`config.mk`:
```
export PLATFORM = sky130hd
export DESIGN_NAME = ckpt_map_store
export DESIGN_NICKNAME = d
export VERILOG_FILES = /design/src/rtl/ckpt_pkg.sv /design/src/rtl/ckpt_free_pick.sv /design/src/rtl/ckpt_age_matrix.sv /design/src/rtl/ckpt_snap_bank.sv /design/src/rtl/ckpt_map_store.sv
export SDC_FILE = /design/constraint.sdc
export NUM_CORES = 1
export LEC_CHECK = 0
export ABC_AREA = 1
export BUFFER_PORTS_ARGS = -buffer_cell sky130_fd_sc_hd__buf_2
export CORE_UTILIZATION = 35
export DETAILED_ROUTE_END_ITERATION = 12
export PLACE_DENSITY_LB_ADDON = 0.15
export SLEW_MARGIN = 20
export SYNTH_ARGS = -nofsm -noshare
export SYNTH_HDL_FRONTEND = slang
export SYNTH_HIERARCHICAL = 1
export SYNTH_SLANG_ARGS = --single-unit
```
`constraint.sdc`:
```
create_clock -name clk -period 2.8 [get_ports clk]
set_clock_uncertainty 0.1 [all_clocks]
set_input_delay 0.56 -clock clk [delete_from_list [all_inputs] [get_ports clk]]
set_output_delay 0.56 -clock clk [all_outputs]
set_load 0.01 [all_outputs]
```
`src/rtl/ckpt_pkg.sv`:
```
// Package: shared defaults and the resolution classification used by the
// checkpoint store. Assumes nothing beyond IEEE 1800-2017.
package ckpt_pkg;
    localparam int CKPT_DEPTH_DEF = 4;
    localparam int ARCH_REGS_DEF  = 8;
    localparam int TAG_W_DEF      = 6;

    // Which resolution verdicts hit an in-use slot this cycle
    typedef enum logic [1:0] {
        RSV_IDLE = 2'b00,
        RSV_KEEP = 2'b01,
        RSV_UNDO = 2'b10,
        RSV_BOTH = 2'b11
    } resolve_kind_e;
endpackage

```
`src/rtl/ckpt_free_pick.sv`:
```
// Free slot finder: reports whether any slot is free and names the
// lowest-numbered one. Assumes DEPTH >= 2. Purely combinational.
module ckpt_free_pick #(
    parameter int DEPTH = 4,
    localparam int ID_W = $clog2(DEPTH)
) (
    input  logic [DEPTH-1:0] busy,
    output logic             any_free,
    output logic [ID_W-1:0]  pick_id
);
    // Scan from the top down so the lowest free index wins
    always_comb begin
        any_free = 1'b0;
        pick_id  = '0;
        for (int i = DEPTH - 1; i >= 0; i--) begin
            if (!busy[i]) begin
                any_free = 1'b1;
                pick_id  = ID_W'(i);
            end
        end
    end
endmodule

```
`src/rtl/ckpt_age_matrix.sv`:
```
// Age matrix: row i, bit j is set when slot i was granted before slot j.
// On a grant of slot k, column k takes the current busy vector and row k
// is cleared. Stale bits in rows of free slots are masked by busy on read.
// Assumes at most one grant per cycle.
module ckpt_age_matrix #(
    parameter int DEPTH = 4,
    localparam int ID_W = $clog2(DEPTH)
) (
    input  logic             clk,
    input  logic             rst_n,
    input  logic [DEPTH-1:0] busy,
    input  logic             alloc_en,
    input  logic [ID_W-1:0]  alloc_id,
    input  logic [ID_W-1:0]  query_id,
    output logic [DEPTH-1:0] younger_mask
);
    logic [DEPTH-1:0] older_q [DEPTH];

    for (genvar i = 0; i < DEPTH; i++) begin : g_row
        // Update one row: clear it for the new slot, else mark age vs new slot
        always_ff @(posedge clk) begin
            if (!rst_n) begin
                older_q[i] <= '0;
            end else if (alloc_en) begin
                if (alloc_id == ID_W'(i)) begin
                    older_q[i] <= '0;
                end else begin
                    older_q[i][alloc_id] <= busy[i];
                end
            end
        end
    end

    // Slots granted after the queried slot and still in use
    always_comb begin
        younger_mask = older_q[query_id] & busy;
    end
endmodule

```
`src/rtl/ckpt_snap_bank.sv`:
```
// Snapshot bank: one map-wide register per slot, written on grant and
// read by slot number. Assumes a single writer per cycle.
module ckpt_snap_bank #(
    parameter int DEPTH = 4,
    parameter int MAP_W = 48,
    localparam int ID_W = $clog2(DEPTH)
) (
    input  logic             clk,
    input  logic             rst_n,
    input  logic             wr_en,
    input  logic [ID_W-1:0]  wr_id,
    input  logic [MAP_W-1:0] wr_map,
    input  logic [ID_W-1:0]  rd_id,
    output logic [MAP_W-1:0] rd_map
);
    logic [MAP_W-1:0] slot_q [DEPTH];

    for (genvar s = 0; s < DEPTH; s++) begin : g_slot
        // Capture the offered map when this slot is granted
        always_ff @(posedge clk) begin
            if (!rst_n) begin
                slot_q[s] <= '0;
            end else if (wr_en && wr_id == ID_W'(s)) begin
                slot_q[s] <= wr_map;
            end
        end
    end

    // Read port for restore
    always_comb begin
        rd_map = slot_q[rd_id];
    end
endmodule

```
`src/rtl/ckpt_map_store.sv`:
```
// Branch map checkpoint store (top). Grants the lowest free slot to a
// dispatching branch and captures its map. A correct resolution frees
// one slot. A mispredict frees the slot and all younger ones, and one
// cycle later presents the saved map and the younger-slot mask.
// Assumes ids arriving with ok_valid/bad_valid are in range.
module ckpt_map_store #(
    parameter int CKPT_DEPTH = ckpt_pkg::CKPT_DEPTH_DEF,
    parameter int ARCH_REGS  = ckpt_pkg::ARCH_REGS_DEF,
    parameter int TAG_W      = ckpt_pkg::TAG_W_DEF,
    localparam int ID_W  = $clog2(CKPT_DEPTH),
    localparam int MAP_W = ARCH_REGS * TAG_W
) (
    input  logic                  clk,
    input  logic                  rst_n,
    input  logic                  snap_req,
    input  logic [MAP_W-1:0]      snap_map,
    output logic                  snap_ready,
    output logic                  snap_grant,
    output logic [ID_W-1:0]       snap_id,
    input  logic                  ok_valid,
    input  logic [ID_W-1:0]       ok_id,
    input  logic                  bad_valid,
    input  logic [ID_W-1:0]       bad_id,
    output logic                  restore_valid,
    output logic [MAP_W-1:0]      restore_map,
    output logic [CKPT_DEPTH-1:0] squash_mask
);
    import ckpt_pkg::*;

    logic [CKPT_DEPTH-1:0] busy_q;
    logic [CKPT_DEPTH-1:0] busy_d;
    logic [CKPT_DEPTH-1:0] younger;
    logic [CKPT_DEPTH-1:0] release_mask;
    logic [CKPT_DEPTH-1:0] grant_mask;
    logic [MAP_W-1:0]      saved_map;
    logic                  any_free;
    logic [ID_W-1:0]       free_id;
    logic                  ok_hit;
    logic                  bad_hit;
    resolve_kind_e         kind;

    ckpt_free_pick #(.DEPTH(CKPT_DEPTH)) u_pick (
        .busy     (busy_q),
        .any_free (any_free),
        .pick_id  (free_id)
    );

    ckpt_age_matrix #(.DEPTH(CKPT_DEPTH)) u_age (
        .clk          (clk),
        .rst_n        (rst_n),
        .busy         (busy_q),
        .alloc_en     (snap_grant),
        .alloc_id     (free_id),
        .query_id     (bad_id),
        .younger_mask (younger)
    );

    ckpt_snap_bank #(.DEPTH(CKPT_DEPTH), .MAP_W(MAP_W)) u_bank (
        .clk    (clk),
        .rst_n  (rst_n),
        .wr_en  (snap_grant),
        .wr_id  (free_id),
        .wr_map (snap_map),
        .rd_id  (bad_id),
        .rd_map (saved_map)
    );

    // Dispatch handshake: a mispredict in flight blocks wrong-path grants
    always_comb begin
        snap_ready = any_free;
        snap_id    = free_id;
        snap_grant = snap_req && any_free && !bad_valid;
        grant_mask = snap_grant ? (CKPT_DEPTH'(1) << free_id) : '0;
    end

    // Classify resolutions that name an in-use slot
    always_comb begin
        ok_hit  = ok_valid && busy_q[ok_id];
        bad_hit = bad_valid && busy_q[bad_id];
        kind    = resolve_kind_e'({bad_hit, ok_hit});
    end

    // Build the set of slots freed this cycle
    always_comb begin
        unique case (kind)
            RSV_KEEP: release_mask = CKPT_DEPTH'(1) << ok_id;
            RSV_UNDO: release_mask = (CKPT_DEPTH'(1) << bad_id) | younger;
            RSV_BOTH: release_mask = (CKPT_DEPTH'(1) << ok_id)
                                   | (CKPT_DEPTH'(1) << bad_id) | younger;
            default:  release_mask = '0;
        endcase
        busy_d = (busy_q & ~release_mask) | grant_mask;
    end

    // Occupancy register
    always_ff @(posedge clk) begin
        if (!rst_n) begin
            busy_q <= '0;
        end else begin
            busy_q <= busy_d;
        end
    end

    // Restore outputs, one cycle after a mispredict that hits
    always_ff @(posedge clk) begin
        if (!rst_n) begin
            restore_valid <= 1'b0;
            restore_map   <= '0;
            squash_mask   <= '0;
        end else begin
            restore_valid <= bad_hit;
            squash_mask   <= bad_hit ? younger : '0;
            if (bad_hit) begin
                restore_map <= saved_map;
            end
        end
    end
endmodule

```
Word-level counts from Yosys, hierarchy flattened --
Memory sizes are Yosys's and may differ from the RTL's. A register that Yosys moved wholly into a read port is not among the register bits. Cells that the tools add are included.
Word-level totals: memory bits (read-only) 0, bits in writable memories 208, memories kept 2, bits of input ports 57, flip-flop bits (word level) 9, bits in latches 0, logic and storage cells 147
Memory list:
- u_bank.slot_q | depth 4, bits a word 48, rd ports 1, clocked after memory_dff 1, wr ports 4, line ckpt_snap_bank.sv:16 | logic [MAP_W-1:0] slot_q [DEPTH];
- u_age.older_q | depth 4, bits a word 4, rd ports 1, clocked after memory_dff 0, wr ports 4, line ckpt_age_matrix.sv:17 | logic [DEPTH-1:0] older_q [DEPTH];
Cells by class: equal/unequal tests 6, add/subtract/negate cells 0, multipliers 0, shifts and indexed selects 3, reduce and logical (&&, ||, !) cells 13, $lt $le $gt $ge 4, div/mod/pow operators 0, bitwise logic cells 31, muxes and demuxes 85
Operators with widths (count):
- 48-bit two-way mux | 4
- 1-bit two-way mux | 64
- 4-bit two-way mux | 9
- 1-bit bitwise OR | 24
- 4-bit bitwise OR | 4
- 4-bit case mux with 3 select lines | 1
- 1-bit by 2-bit left shift with 4-bit output (first input constant) | 3
- 1-bit logical AND | 9
- 2-bit by 3-bit less-than comparator with 1-bit output (second input constant) | 3
- 4-bit AND | 2
- 2-bit equality test (second input constant) | 4
- 2-bit two-way mux | 4
- 1-bit binary-select mux with 2-bit select | 2
- 2-bit by 1-bit equality test with 1-bit output (second input constant) | 2
- 4-bit inverter | 1
- 1-bit demux with 2-bit select | 1
- 2-bit by 1-bit >= comparator with 1-bit output (second input constant) | 1
- 1-bit logical NOT | 2
- 2-bit logical NOT | 1
- 2-bit AND reduction | 1

Longest topological paths before layout --
Gate-level depths: netlist of the first run.
word-level depth 11, depth in mapped cells 11, depth with buffers taken out 9

Cells and area by module --
The synthesis of the first run kept the hierarchy.
Modules (own cells, without submodules):
- ckpt_snap_bank | seq. area each 5765.5 sq um, cells an instance 1030, times used 1, area each 9201.3 sq um
- ckpt_map_store | seq. area each 1141.1 sq um, cells an instance 283, times used 1, area each 2150.8 sq um
- ckpt_age_matrix | seq. area each 480.5 sq um, cells an instance 111, times used 1, area each 924.6 sq um
- ckpt_free_pick | seq. area each 0.0 sq um, cells an instance 9, times used 1, area each 36.3 sq um

Worst setup path after synthesis of the first run --
No wires, ideal clock.
path kind register -> register, start register busy_q[3], end memory u_bank.slot_q[3][0], enable pin, period minus slack after synthesis 3010 ps, library setup time 406 ps, stages on the path, launching flop included 9, setup slack -210 ps, arrival 2503 ps, cells stage by stage dfxtp_1 -> nand2_1 -> inv_1 -> nand3_1 -> nand2_1 -> nor2_1 -> buf_2 -> nand3_1 -> nand2_1
RTL lines:
- start, declared | line ckpt_map_store.sv:30 | logic [CKPT_DEPTH-1:0] busy_q;
- start signal, assigned | line ckpt_map_store.sv:100 | busy_q <= busy_d;
- end, declared | line ckpt_snap_bank.sv:16

Worst setup path after layout of the first run --
start register busy_q[1], end output port snap_id[1]
Between the ends: cells in the longest elaborated chain, start to end 2
RTL lines:
- 2-bit two-way mux (2 in series) | line ckpt_free_pick.sv:16 | if (!busy[i]) begin
- end, declared | line ckpt_map_store.sv:19 | output logic [ID_W-1:0] snap_id,
Every way passes these cells.

==> metrics, run 1 <==
post-synth top area share 50.7%; Worst Path Max Fanout 9; Setup crit start kind flip-flop; vias in the first global route 8869; commonest non-fill, non-tap cell in the layout nand2_1; # IOs 114; Crit-path slowest cell dfxtp_1; final hold violations 0; Max Cap Violations 0; compound-cell area share of the yosys netlist 2.76%; Ys Warns 6; crit path capture type output pin; Clock Latency Late Sink 560 ps; critical setup path kind reg -> out; RSZ-0062 raised after global routing false; Cell Rows 68; fraction of the mapped netlist area in simple logic gates 25.0%; DRT iter0 DRCs 564; worst vdd ir 0.000466 V; post-layout power 9.22 mW; Syn Inst Count 1433; chip width 190 um; global placer's final weighted congestion 0.809; post-CTS setup buffer count 0; Util after Layout 42.0%; post-synth top area cell edfxtp_1; CTS tree built; Post-CTS Resized 0; first-pass GRT wire length 49600 um; Worst Max-Slew Pin Slew 662 ps; die footprint 35900 sq um; Post-Synth Adder-Cell Area 0%; P_leak 6.80 nW; Hold WC Path Type in -> reg; total grt overflow 0; crit-path leading delay family flip-flops; die height 190 um; Initial Utilization 35.6%; Root Buffer clkbuf_16; fmax 394 MHz; WP buf/inv 2; worst relative slew slack 55.8%; Post-Layout Cell Count 2025; post-synthesis sequential area ratio 60.0%; xor and xnor area share after synthesis 0%; antenna viol nets, final 0; share of cells above drive strength 1 16.1%; Final period util 90.6%; PortBufs 113; # DRC 0; WP data required 2140 ps; CTS sink cnt 265; Layout Area Growth over Synthesis 17.8%; # setup viols final 0; area of the core 34500 sq um; n_diodes 0; status completed; power per cell area 636 nW/um^2; max-slew violations 0; clock buffer depth 3; critical path, cell by cell nand2_1 -> nor2_2 -> buf_4 -> buf_2; Avg Inst Size Synth 8.59 sq um; Mapped Area 12300 sq um; CTS Buf Count 31; largest family of logic cells by synthesized area simple AND/OR/NAND/NOR gates; routed len/inst 15.5 um; Post-DP HPWL 19000 um; Cell variety after synth 26; Nets 1602; placed cells 1967; leading cell types in the layout, fill and taps excluded 296 x nand2_1, 281 x inv_1, 272 x nor2_1, 208 x edfxtp_1, 118 x nand3_1; drt via density 4.51; clock transition at the registers of the reported paths 60 ps; Post-CTS Hold Fix Bufs 0; DRT Wirelength 31400 um; antenna violations before repair 0; arrival time at the worst endpoint 1880 ps; Slowest Stage Delay on Critical Path 470 ps; Via Count 9133; pin count of the biggest net entering global routing 99; post-synthesis register bit count 265; DR pass1 iterations 5; Synth area leaders edfxtp_1 51%, dfxtp_1 9.3%, nand2_1 9.1%, inv_1 8.6%, nor2_1 8.3%; mux share of post-synthesis cell area 0%; total track usage 17.7%; H-tree depth 1; Setup TNS 0 ps; fin crit period 2540 ps
==> final cells by class <==
type                    instances  area (sq um)
clock buffers                  51           983
clock inverters                 7          68.8
fillers                      3554         20000
inverters                     290          1100
multi-input cells             812          3480
flip-flops and latches        265          7390
well taps                     455           569
repair buffers                145           911
==> final timing paths <==
kind	end	from	slack [ps]	cells after the start
hold / removal	u_bank/slot_q[0][9]	snap_map[9]	250	3
hold reg to reg	restore_map[7]	restore_map[7]	370	2
setup reg to reg	u_bank/slot_q[3][1]	busy_q[2]	640	9
setup / recovery	snap_id[1]	busy_q[1]	260	4
==> worst reg2reg max path, stage by stage (launching register included) <==
cell     delay, ps
dfxtp_1        430
nand2_1         80
inv_1           90
nand3_1         90
nand2_1         80
nor2_1          40
buf_4          200
nand4_1        110
buf_4          550
nor2_1         130
==> flip-flops by register name, indices dropped and copies added, names as in the netlist <==
register and flops:
u_bank/slot_q 192, restore_map 48, u_age/older_q 16, busy_q 4
squash_mask 4, restore_valid 1
==> cell usage after synthesis (all sizes together) <==
library cell,instances
a21boi,1
a21oi,11
buf,47
clkbuf,22
clkinv,1
conb,1
dfxtp,57
edfxtp,208
inv,289
nand2,306
nand3,120
nand3b,1
nand4,4
nor2,310
o21ai,54
o31ai,1
==> report_power, final <==
part | internal, mW | switching (mW) | total [mW] | leakage, nW
Clock | 2.48 | 1.59 | 4.07 | 0.515
Sequential | 4.40 | 0.0452 | 4.44 | 2.63
Combinational | 0.220 | 0.496 | 0.716 | 3.66
Total | 7.09 | 2.13 | 9.22 | 6.80
==> metrics by stage <==
| stage | instance area (sq um) | worst slack (ps) | hold slack (ps) |
|---|---|---|---|
| 3_5_place_dp | 13400 | 497 | 369 |
| 2_1_floorplan | 12300 | 217 | 407 |
| 5_1_grt | 14500 | 105 | 250 |
| 4_1_cts | 14500 | 91.1 | 234 |
| 6_report | 14500 | 262 | 246 |
| 3_3_place_gp | 13400 | 522 | 365 |
==> metal layers <==
metal  GRT usage [%]  vias to the layer above  wire length, um
met1            24.3                     4284            14800
met4            3.88                        0              444
met3            2.40                       39             1430
li1                -                     4611                -
met2            29.8                      199            14800
met5               0                        -                0
==> cells by family after synthesis <==
logic type / after synthesis
other: 1
AOI/OAI and AO/OA: 67
and+or+nand+nor: 741
DFF: 265
buffers and inverters: 359
Note: power is estimated with default switching activity, not from simulation.
==> run 2: changes to the inputs <==
--- a/config.mk
+++ b/config.mk
@@ -9,6 +9,7 @@
 export BUFFER_PORTS_ARGS = -buffer_cell sky130_fd_sc_hd__buf_2
 export CORE_UTILIZATION = 35
 export DETAILED_ROUTE_END_ITERATION = 12
+export MAX_ROUTING_LAYER = met4
 export PLACE_DENSITY_LB_ADDON = 0.15
 export SLEW_MARGIN = 20
 export SYNTH_ARGS = -nofsm -noshare
==> metrics, run 2 (synthesis results as in run 1) <==
drt via density 4.51; Clock Latency Late Sink 560 ps; share of cells above drive strength 1 16.1%; DR pass1 iterations 5; Setup crit start kind flip-flop; Final period util 91.1%; Largest regs u_bank/slot_q x192, restore_map x48, u_age/older_q x16; H-tree depth 1; Post-DP HPWL 19000 um; Crit. Startpoint busy_q[1]; Nets 1602; # IOs 114; critical setup path kind reg -> out; first-pass GRT wire length 49600 um; Min Hold Slack 247 ps; # setup viols final 0; Post-CTS Hold Fix Bufs 0; crit path capture type output pin; fin crit period 2550 ps; antenna viol nets, final 0; clock buffer depth 3; Initial Utilization 35.6%; Via Count 9127; pin count of the biggest net entering global routing 99; Largest register FFs 192; die footprint 35900 sq um; Crit Reg-Reg Startpoint busy_q[2]; Util after Layout 42.0%; die height 190 um; Root Buffer clkbuf_16; CTS tree built; CTS Buf Count 31; Hold WC Path Type in -> reg; status completed; RSZ-0062 raised after global routing false; area of the core 34500 sq um; power per cell area 636 nW/um^2; P_leak 6.80 nW; Placed Area 13400 sq um; fin area 14500 sq um; total track usage 18.3%; arrival time at the worst endpoint 1890 ps; Worst Path Max Fanout 9; WP data required 2140 ps; worst relative slew slack 56.0%; vias in the first global route 8856; max-slew violations 0; DRT Wirelength 31500 um; Layout Area Growth over Synthesis 17.8%; Max Cap Violations 0; register bank with the most flops u_bank/slot_q; commonest non-fill, non-tap cell in the layout nand2_1; routed len/inst 15.5 um; Cell Rows 68; clock transition at the registers of the reported paths 60 ps; Setup TNS 0 ps; n_diodes 0; min-delay src snap_map[9]; worst vdd ir 0.000467 V; final hold violations 0; chip width 190 um; PortBufs 113; antenna violations before repair 0; global placer's final weighted congestion 0.821; total grt overflow 0; leading cell types in the layout, fill and taps excluded 296 x nand2_1, 281 x inv_1, 272 x nor2_1, 208 x edfxtp_1, 118 x nand3_1; # DRC 0; DRT iter0 DRCs 529; Worst Max-Slew Pin Slew 660 ps; CTS sink cnt 265; fmax 392 MHz
## run 2: cell counts in the layout (fill, tap and decap cells not counted)
Identical to the previous run, type by type.
## run 2: routing by layer
metal  vias to the layer above  share of wire [%]  track usage (%)
li1                       4613                  -                -
met1                      4266                 47             24.4
met2                       210                 47             29.8
met3                        38                4.7             2.38
met4                         0                1.3             3.88
met5                         -                  0                -
## run 2: worst paths after layout
check                                            to  slack, ps  cells past startpoint
worst max-delay path                     snap_id[1]        250                      4
worst min register to register       restore_map[7]        370                      2
worst max register to register  u_bank/slot_q[3][1]        640                      9
worst min-delay path            u_bank/slot_q[0][9]        250                      3
## run 2: layout make-up
class / count / area [sq um]
fill: 3554 / 20000
timing repair buffer: 145 / 911
tap: 455 / 569
clock buffer: 51 / 983
multi-input combinational: 812 / 3480
clock inverter: 7 / 68.8
sequential: 265 / 7390
inverter: 290 / 1100
## run 2: where the power goes
group          internal (mW)  total, mW  switching [mW]
sequential              4.40       4.44          0.0452
clock                   2.48       4.06            1.59
combinational          0.220      0.717           0.497
total                   7.09       9.22            2.13
## run 2: stage by stage
| stage | total power, mW | setup WS [ps] | cells |
|---|---|---|---|
| after detailed placement | 5.25 | 497 | 1967 |
| after floorplan | 4.96 | 217 | 1436 |
| final | 9.22 | 249 | 2025 |
| after global placement | 5.25 | 522 | 1967 |
| after CTS | 9.35 | 91.1 | 2025 |
| after global routing | 9.61 | 105 | 2025 |
## run 2: critical path, cell delays in order, from the launching register on
cell and delay, ps:
dfxtp_1 480, nand2_1 110, nor2_2 350, buf_4 260
buf_2 150
## run 2: what timing repair did
action	in CTS	in global routing
buffers inserted	0	0
gates resized for setup	0	1
endpoints found under the setup margin	0	1
